--- src/rtl/chirp_pkg.sv ---
package chirp_pkg;
  typedef enum logic [2:0] {
    ST_SUSP,
    ST_CHIRP,
    ST_SEARCH,
    ST_HS,
    ST_FS
  } seq_state_t;

  localparam logic [1:0] LS_SE0 = 2'b00;
  localparam logic [1:0] LS_J   = 2'b01;
  localparam logic [1:0] LS_K   = 2'b10;
  localparam logic [1:0] LS_SE1 = 2'b11;

  localparam logic [1:0] OPM_NORMAL  = 2'b00;
  localparam logic [1:0] OPM_NODRIVE = 2'b01;
  localparam logic [1:0] OPM_RAW     = 2'b10;
endpackage

--- src/rtl/chirp_cycle_timer.sv ---
module chirp_cycle_timer #(
  parameter int LIMIT = 66000
) (
  input  logic clk,
  input  logic rst,
  input  logic clr,
  input  logic en,
  output logic last_o
);
  localparam int CW = $clog2(LIMIT + 1);
  localparam logic [CW-1:0] LAST_VAL = CW'(LIMIT - 1);

  logic [CW-1:0] cnt;

  always_ff @(posedge clk) begin
    if (rst || clr) begin
      cnt <= '0;
    end else if (en && (cnt != LAST_VAL)) begin
      cnt <= cnt + 1'b1;
    end
  end

  assign last_o = (cnt == LAST_VAL);

  AST_TIMER_STEP: assert property (@(posedge clk) disable iff (rst)
    (en && !clr && !last_o) |=> (cnt == $past(cnt) + 1'b1));
  AST_TIMER_CLEAR: assert property (@(posedge clk) disable iff (rst)
    clr |=> (cnt == '0));
endmodule

--- src/rtl/chirp_line_filter.sv ---
module chirp_line_filter #(
  parameter int FILT_CYCLES = 165
) (
  input  logic       clk,
  input  logic       rst,
  input  logic       en,
  input  logic [1:0] ls_i,
  output logic       hit_o,
  output logic [1:0] hit_ls_o
);
  import chirp_pkg::*;

  localparam int RW = $clog2(FILT_CYCLES + 1);
  localparam logic [RW-1:0] RUN_MAX = RW'(FILT_CYCLES);
  localparam logic [RW-1:0] RUN_PRE = RW'(FILT_CYCLES - 1);

  logic [1:0]    prev_ls;
  logic [RW-1:0] run_len;
  logic          same_ls;
  logic          chirp_ls;

  assign same_ls  = (ls_i == prev_ls);
  assign chirp_ls = (ls_i == LS_K) || (ls_i == LS_J);

  always_ff @(posedge clk) begin
    if (rst || !en) begin
      prev_ls <= LS_SE1;
      run_len <= '0;
    end else if (!same_ls) begin
      prev_ls <= ls_i;
      run_len <= RW'(1);
    end else if (run_len != RUN_MAX) begin
      run_len <= run_len + 1'b1;
    end
  end

  assign hit_o    = en && same_ls && chirp_ls && (run_len == RUN_PRE);
  assign hit_ls_o = ls_i;

  AST_ONE_HIT_PER_RUN: assert property (@(posedge clk) disable iff (rst)
    hit_o |=> !hit_o);
  AST_HIT_AFTER_STABLE: assert property (@(posedge clk) disable iff (rst)
    hit_o |-> (en && $past(en) && ($past(ls_i) == ls_i)));
endmodule

--- src/rtl/chirp_hs_seq.sv ---
module chirp_hs_seq #(
  parameter int CHIRP_CYCLES   = 66000,
  parameter int FILT_CYCLES    = 165,
  parameter int CHIRP_PAIRS    = 3,
  parameter int SEARCH_TIMEOUT = 400000,
  parameter int DATA_W         = 8
) (
  input  logic              clk,
  input  logic              rst,
  input  logic [1:0]        line_state_i,
  output logic              suspend_n_o,
  output logic [1:0]        op_mode_o,
  output logic              xcvr_fs_o,
  output logic              term_fs_o,
  output logic              tx_valid_o,
  output logic [DATA_W-1:0] tx_data_o,
  output logic              hs_mode_o,
  output logic              fs_mode_o
);
  import chirp_pkg::*;

  localparam int NCHIRP = 2 * CHIRP_PAIRS;
  localparam int IW     = $clog2(NCHIRP + 1);
  localparam logic [IW-1:0] IDX_LAST = IW'(NCHIRP - 1);

  seq_state_t    state;
  logic [IW-1:0] chirp_idx;
  logic          chirp_last;
  logic          tmo_last;
  logic          filt_hit;
  logic [1:0]    filt_ls;
  logic [1:0]    want_ls;
  logic          good_hit;
  logic          in_chirp;
  logic          in_search;

  assign in_chirp  = (state == ST_CHIRP);
  assign in_search = (state == ST_SEARCH);
  assign want_ls   = chirp_idx[0] ? LS_J : LS_K;
  assign good_hit  = filt_hit && (filt_ls == want_ls);

  // Suspend is released straight from the line, because no clock runs yet.
  assign suspend_n_o = (state != ST_SUSP) || (line_state_i == LS_SE0);

  chirp_cycle_timer #(.LIMIT(CHIRP_CYCLES)) u_chirp_tmr (
    .clk    (clk),
    .rst    (rst),
    .clr    (!in_chirp),
    .en     (in_chirp),
    .last_o (chirp_last)
  );

  chirp_cycle_timer #(.LIMIT(SEARCH_TIMEOUT)) u_search_tmr (
    .clk    (clk),
    .rst    (rst),
    .clr    (!in_search),
    .en     (in_search),
    .last_o (tmo_last)
  );

  chirp_line_filter #(.FILT_CYCLES(FILT_CYCLES)) u_filter (
    .clk      (clk),
    .rst      (rst),
    .en       (in_search),
    .ls_i     (line_state_i),
    .hit_o    (filt_hit),
    .hit_ls_o (filt_ls)
  );

  always_ff @(posedge clk) begin
    if (rst) begin
      state      <= ST_SUSP;
      chirp_idx  <= '0;
      op_mode_o  <= OPM_NORMAL;
      xcvr_fs_o  <= 1'b1;
      term_fs_o  <= 1'b1;
      tx_valid_o <= 1'b0;
      tx_data_o  <= '0;
      hs_mode_o  <= 1'b0;
      fs_mode_o  <= 1'b0;
    end else begin
      case (state)
        ST_SUSP: begin
          if (line_state_i == LS_SE0) begin
            state      <= ST_CHIRP;
            op_mode_o  <= OPM_RAW;
            xcvr_fs_o  <= 1'b0;
            tx_valid_o <= 1'b1;
            tx_data_o  <= '0;
          end
        end
        ST_CHIRP: begin
          if (chirp_last) begin
            state      <= ST_SEARCH;
            tx_valid_o <= 1'b0;
            chirp_idx  <= '0;
          end
        end
        ST_SEARCH: begin
          if (good_hit && (chirp_idx == IDX_LAST)) begin
            state     <= ST_HS;
            op_mode_o <= OPM_NORMAL;
            term_fs_o <= 1'b0;
            hs_mode_o <= 1'b1;
          end else if (tmo_last) begin
            state     <= ST_FS;
            op_mode_o <= OPM_NORMAL;
            xcvr_fs_o <= 1'b1;
            term_fs_o <= 1'b1;
            fs_mode_o <= 1'b1;
          end else if (good_hit) begin
            chirp_idx <= chirp_idx + 1'b1;
          end
        end
        default: begin
          state <= state;
        end
      endcase
    end
  end

  AST_CHIRP_FROM_SE0: assert property (@(posedge clk) disable iff (rst)
    $rose(tx_valid_o) |-> ($past(line_state_i) == LS_SE0));
  AST_CHIRP_SETTINGS: assert property (@(posedge clk) disable iff (rst)
    tx_valid_o |-> ((tx_data_o == '0) && (op_mode_o == OPM_RAW) && !xcvr_fs_o && term_fs_o));
  AST_HS_TERM_NEEDS_HS: assert property (@(posedge clk) disable iff (rst)
    !term_fs_o |-> !xcvr_fs_o);
  AST_HS_FROM_FILTER: assert property (@(posedge clk) disable iff (rst)
    $rose(hs_mode_o) |-> $past(filt_hit));
  AST_FS_FROM_TIMEOUT: assert property (@(posedge clk) disable iff (rst)
    $rose(fs_mode_o) |-> $past(tmo_last));
  AST_ONE_OUTCOME: assert property (@(posedge clk) disable iff (rst)
    !(hs_mode_o && fs_mode_o));
  AST_DONE_HOLDS: assert property (@(posedge clk) disable iff (rst)
    (hs_mode_o || fs_mode_o) |=> $stable({op_mode_o, xcvr_fs_o, term_fs_o, tx_valid_o, hs_mode_o, fs_mode_o}));
  AST_AWAKE_WHEN_DONE: assert property (@(posedge clk) disable iff (rst)
    (hs_mode_o || fs_mode_o) |-> suspend_n_o);
endmodule

--- config.mk ---
export PLATFORM = sky130hd
export DESIGN_NAME = chirp_hs_seq
export DESIGN_NICKNAME = d
export VERILOG_FILES = /design/src/rtl/chirp_pkg.sv /design/src/rtl/chirp_cycle_timer.sv /design/src/rtl/chirp_line_filter.sv /design/src/rtl/chirp_hs_seq.sv
export SDC_FILE = /design/constraint.sdc
export NUM_CORES = 1
export LEC_CHECK = 0
export ABC_AREA = 0
export BUFFER_PORTS_ARGS = -buffer_cell sky130_fd_sc_hd__buf_2
export CAP_MARGIN = 20
export CORE_MARGIN = 2
export CORE_UTILIZATION = 55
export CTS_CLUSTER_SIZE = 28
export DETAILED_ROUTE_END_ITERATION = 10
export MAX_ROUTING_LAYER = met4
export PLACE_DENSITY = 0.8
export SYNTH_ARGS = -nofsm -noshare
export SYNTH_HDL_FRONTEND = slang
export SYNTH_SLANG_ARGS = --single-unit
--- constraint.sdc ---
create_clock -name clk -period 2.7 [get_ports clk]
set_input_delay 0.135 -clock clk [delete_from_list [all_inputs] [get_ports clk]]
set_output_delay 0.135 -clock clk [all_outputs]
set_load 0.005 [all_outputs]
==> Flow_metrics.wiki <==
{| class="wikitable"
! Metric !! Value
|-
| GR Overflow Total || 0
|-
| Status || finished, final reports clean
|-
| I/O pin count || 20
|-
| Number of setup violations in the final report || 0
|-
| Setup slack at placement || between 0.5 and 0.6 ns
|-
| Horiz. Die Dim || 77.9 µm
|-
| Cell internal pwr || 1.35 mW
|-
| Hold Crit Class || primary input to register
|-
| Violation count after the first detailed-route iteration || roughly 120
|-
| Total area of multi-input combinational cells || 0.00172 mm²
|-
| Final Max Slew Viols || 0
|-
| Nature of the critical path endpoint || register
|-
| Avg Vias per Cell || about 5.7
|-
| Number of buffers inserted during clock tree synthesis || 9
|-
| Initial antenna violation count || 0
|-
| Worst clock skew || approximately 0.0094 ns
|-
| Top cell type by total area after synthesis || sky130_fd_sc_hd__dfxtp_1
|-
| Die span in y || between 70 and 80 µm
|-
| Drc violations || 0
|-
| Clock latency of the later-clocked register in the worst-skew pair || ~0.34 ns
|-
| First-pass GRT wire length || 10.2 mm
|-
| Endpoint arrival time on the critical path || 2.44 ns
|-
| Number of global-route vias before repair || around 2300
|-
| Drt first pass iters || 4
|-
| Sequential share of power || 0.507
|-
| Nature of the critical path startpoint || register
|-
| R2R setup slack || just under 0.5 ns
|-
| Proportion of synthesized flip-flops having asynchronous set or reset || 0
|-
| Total number of placement rows || 26
|-
| CTS Sinks || 58
|-
| Dominant cells by area after synthesis || sky130_fd_sc_hd__dfxtp_1, sky130_fd_sc_hd__nor2_1, sky130_fd_sc_hd__xor2_1, sky130_fd_sc_hd__xnor2_1, sky130_fd_sc_hd__ha_1
|-
| Syn-to-layout area delta || 8.28%
|-
| Ratio of final minimum period to clock period || 0.822
|-
| Total negative slack || 0 ns
|-
| Worst-case headroom to the max-slew limit || 0.555
|-
| P_leak || 1.11 nW
|-
| Max rail drop VDD || roughly 280 µV
|-
| Final critical delay including setup and external delays || between 2 and 2.5 ns
|-
| Number of register bits inferred by synthesis || 58
|-
| Final hold viol count || 0
|-
| Mean cell area of the mapped netlist || 8.69 µm²
|-
| CTS resizes || 0
|-
| Total of fill cells in the finished design || about 450
|-
| Number of synthesized flops with an enable pin || 0
|-
| Number of instances in the synthesized netlist || approximately 350
|-
| Share of Yosys cell area claimed by the top area cell type || 0.386
|-
| DP HPWL || 4.13 mm
|-
| Layout Nets || 369
|-
| Areal power density over the cells || roughly 530 mW/mm²
|-
| Maximum number of pins on one net before global-route repair || 20
|-
| Final cell utilization of the core || 0.625
|-
| Count of H-tree levels built during CTS || 3
|-
| Initial standard-cell utilization of the core || 0.578
|-
| Register clock-pin slew on the reported worst setup and hold paths || 0.07 ns
|-
| Register area || between 0.001 and 0.0015 mm²
|-
| Seq/Total Area, Yosys || 0.386
|-
| Largest fanout on the critical path || 10
|-
| Wire length reported by the detailed router || roughly 5.8 mm
|-
| Worst Slack Setup Final || roughly 0.48 ns
|-
| Global placer's final weighted congestion || roughly 0.81
|-
| Diodes inserted || 0
|-
| RSZ-0062 raised after global routing || false
|-
| Total core area || between 0.005 and 0.006 mm²
|-
| Share of layout cells above drive strength 1 || 0.114
|-
| Hold-fix buffers at CTS || 0
|-
| Antenna Nets Post-Route || 0
|-
| Required time worst endpoint || a little under 3 ns
|-
| Post-CTS setup repair buffer count || 0
|-
| Synth cell types || 58
|-
| Port Buffers || 10
|-
| Worst setup path category || register to register
|-
| Number of warnings reported in the yosys synthesis log || 0
|-
| Achievable frequency || around 450 MHz
|-
| Wire per inst || ~13 µm
|-
| Maximum capacitance violations || 0
|-
| Switching part of the total power || 0.213
|-
| Hold slack final || around 0.071 ns
|-
| Sw power || 0.364 mW
|-
| Cell Area, Synth || 0.00301 mm²
|-
| Total die area || around 0.006 mm²
|-
| Clock tree from TritonCTS || built
|-
| Root Buffer Master || sky130_fd_sc_hd__clkbuf_8
|-
| Worst Tran Pin Value || roughly 0.67 ns
|-
| Combinational share of power || 0.035
|-
| Total via count in the routed design || roughly 2400
|-
| Main synth FF type || sky130_fd_sc_hd__dfxtp_1
|-
| Combined global-route utilization of all metal layers || 0.216
|-
| Proportion of power drawn by the clock network || 0.459
|-
| Maximum count of clock buffers along a single path || 2
|}
[worst max-delay path, cell delays in order, from the launching register on]
cell and delay [ns]:
sky130_fd_sc_hd__dfxtp_1 0.34, sky130_fd_sc_hd__or4_1 0.63, sky130_fd_sc_hd__nor4_4 0.60, sky130_fd_sc_hd__nor2_1 0.16, sky130_fd_sc_hd__a211oi_2 0.25, sky130_fd_sc_hd__o32ai_1 0.11
[power groups by stage]
stage / Clock, mW / Sequential, mW / Combinational, mW
CTS: 0.803 / 0.867 / 0.0585
floorplan: 0 / 0.885 / 0.0519
finish: 0.785 / 0.867 / 0.0590
global route: 0.839 / 0.867 / 0.0670
global placement: 0 / 0.886 / 0.0572
detailed placement: 0 / 0.886 / 0.0584
[through the flow]
step,power (mW),instance area (µm²),instances
after global placement,0.943,3060,416
after global routing,1.77,3260,430
after floorplan,0.937,3040,354
after detailed placement,0.944,3060,416
final,1.71,3260,430
after CTS,1.73,3260,430
[layer usage]
metal	share of wire	vias up	global-route usage
met5	0	-	-
li1	-	1220	-
met4	0.024	0	0.104
met2	0.44	47	0.315
met3	0.047	15	0.0512
met1	0.49	1157	0.282
[cell usage after synthesis, types with 3 or more instances]
library cell               number
sky130_fd_sc_hd__nand2_1       22
sky130_fd_sc_hd__and4_1         3
sky130_fd_sc_hd__buf_4          9
sky130_fd_sc_hd__and3_1         9
sky130_fd_sc_hd__clkbuf_1       6
sky130_fd_sc_hd__a21oi_1       14
sky130_fd_sc_hd__xnor2_1       18
sky130_fd_sc_hd__nor2_1        54
sky130_fd_sc_hd__nor3_1         6
sky130_fd_sc_hd__nor4bb_1       3
sky130_fd_sc_hd__nor4_1         6
sky130_fd_sc_hd__xor2_1        19
sky130_fd_sc_hd__or3_1          4
sky130_fd_sc_hd__nand3_1       18
sky130_fd_sc_hd__nand2b_1       6
sky130_fd_sc_hd__mux2i_1        4
sky130_fd_sc_hd__dfxtp_1       58
sky130_fd_sc_hd__inv_1         11
sky130_fd_sc_hd__ha_1           8
sky130_fd_sc_hd__nand4_1       12
sky130_fd_sc_hd__o21ai_0        7
[placed cells by master (no fill, tap or decap), types with 6 or more instances in the layout]
cell type                  instances
sky130_fd_sc_hd__nand4_1          12
sky130_fd_sc_hd__dfxtp_1          58
sky130_fd_sc_hd__nand2b_1          6
sky130_fd_sc_hd__ha_1              8
sky130_fd_sc_hd__a21oi_1          14
sky130_fd_sc_hd__and3_1            9
sky130_fd_sc_hd__nor4_1            6
sky130_fd_sc_hd__clkbuf_8         11
sky130_fd_sc_hd__inv_1            11
sky130_fd_sc_hd__nand2_1          22
sky130_fd_sc_hd__conb_1            9
sky130_fd_sc_hd__nand3_1          18
sky130_fd_sc_hd__nor3_1            6
sky130_fd_sc_hd__buf_2            10
sky130_fd_sc_hd__o21ai_0           7
sky130_fd_sc_hd__nor2_1           54
sky130_fd_sc_hd__xnor2_1          18
sky130_fd_sc_hd__xor2_1           19
[registers in the layout (all words and copies together) (netlist names), 2 cells and up]
register and cells:
u_search_tmr.cnt 19, u_chirp_tmr.cnt 17, u_filter.run_len 8, chirp_idx 3
state 3, u_filter.prev_ls 2
[area by class of cell]
class / count / area share
Inverter: 11 / 0.0127
Timing Repair Buffer: 11 / 0.0177
Sequential cell: 58 / 0.357
Clock inverter: 3 / 0.0123
Multi-Input combinational cell: 266 / 0.527
Clock buffer: 11 / 0.0465
Tap cell: 70 / 0.0269
[worst paths after layout]
path                            from  cells past startpoint             endpoint
setup / recovery  u_chirp_tmr.cnt[5]                      5         chirp_idx[1]
hold / removal       line_state_i[0]                      3  u_filter.prev_ls[0]
setup reg to reg  u_chirp_tmr.cnt[5]                      5         chirp_idx[1]
hold reg to reg            fs_mode_o                      2            fs_mode_o
[logic make-up (layout without fill, tap and decap cells)]
logic type	Yosys count	after routing	share of synthesized area
buf+inv	30	36	0.0528
fa+ha+maj	8	8	0.0333
xor+xnor	37	37	0.108
other cells	1	9	0.00125
flops	58	58	0.386
compound gates	44	44	0.107
mux	5	5	0.0171
simple gates	163	163	0.295
Power figures use the tool's default switching activity.
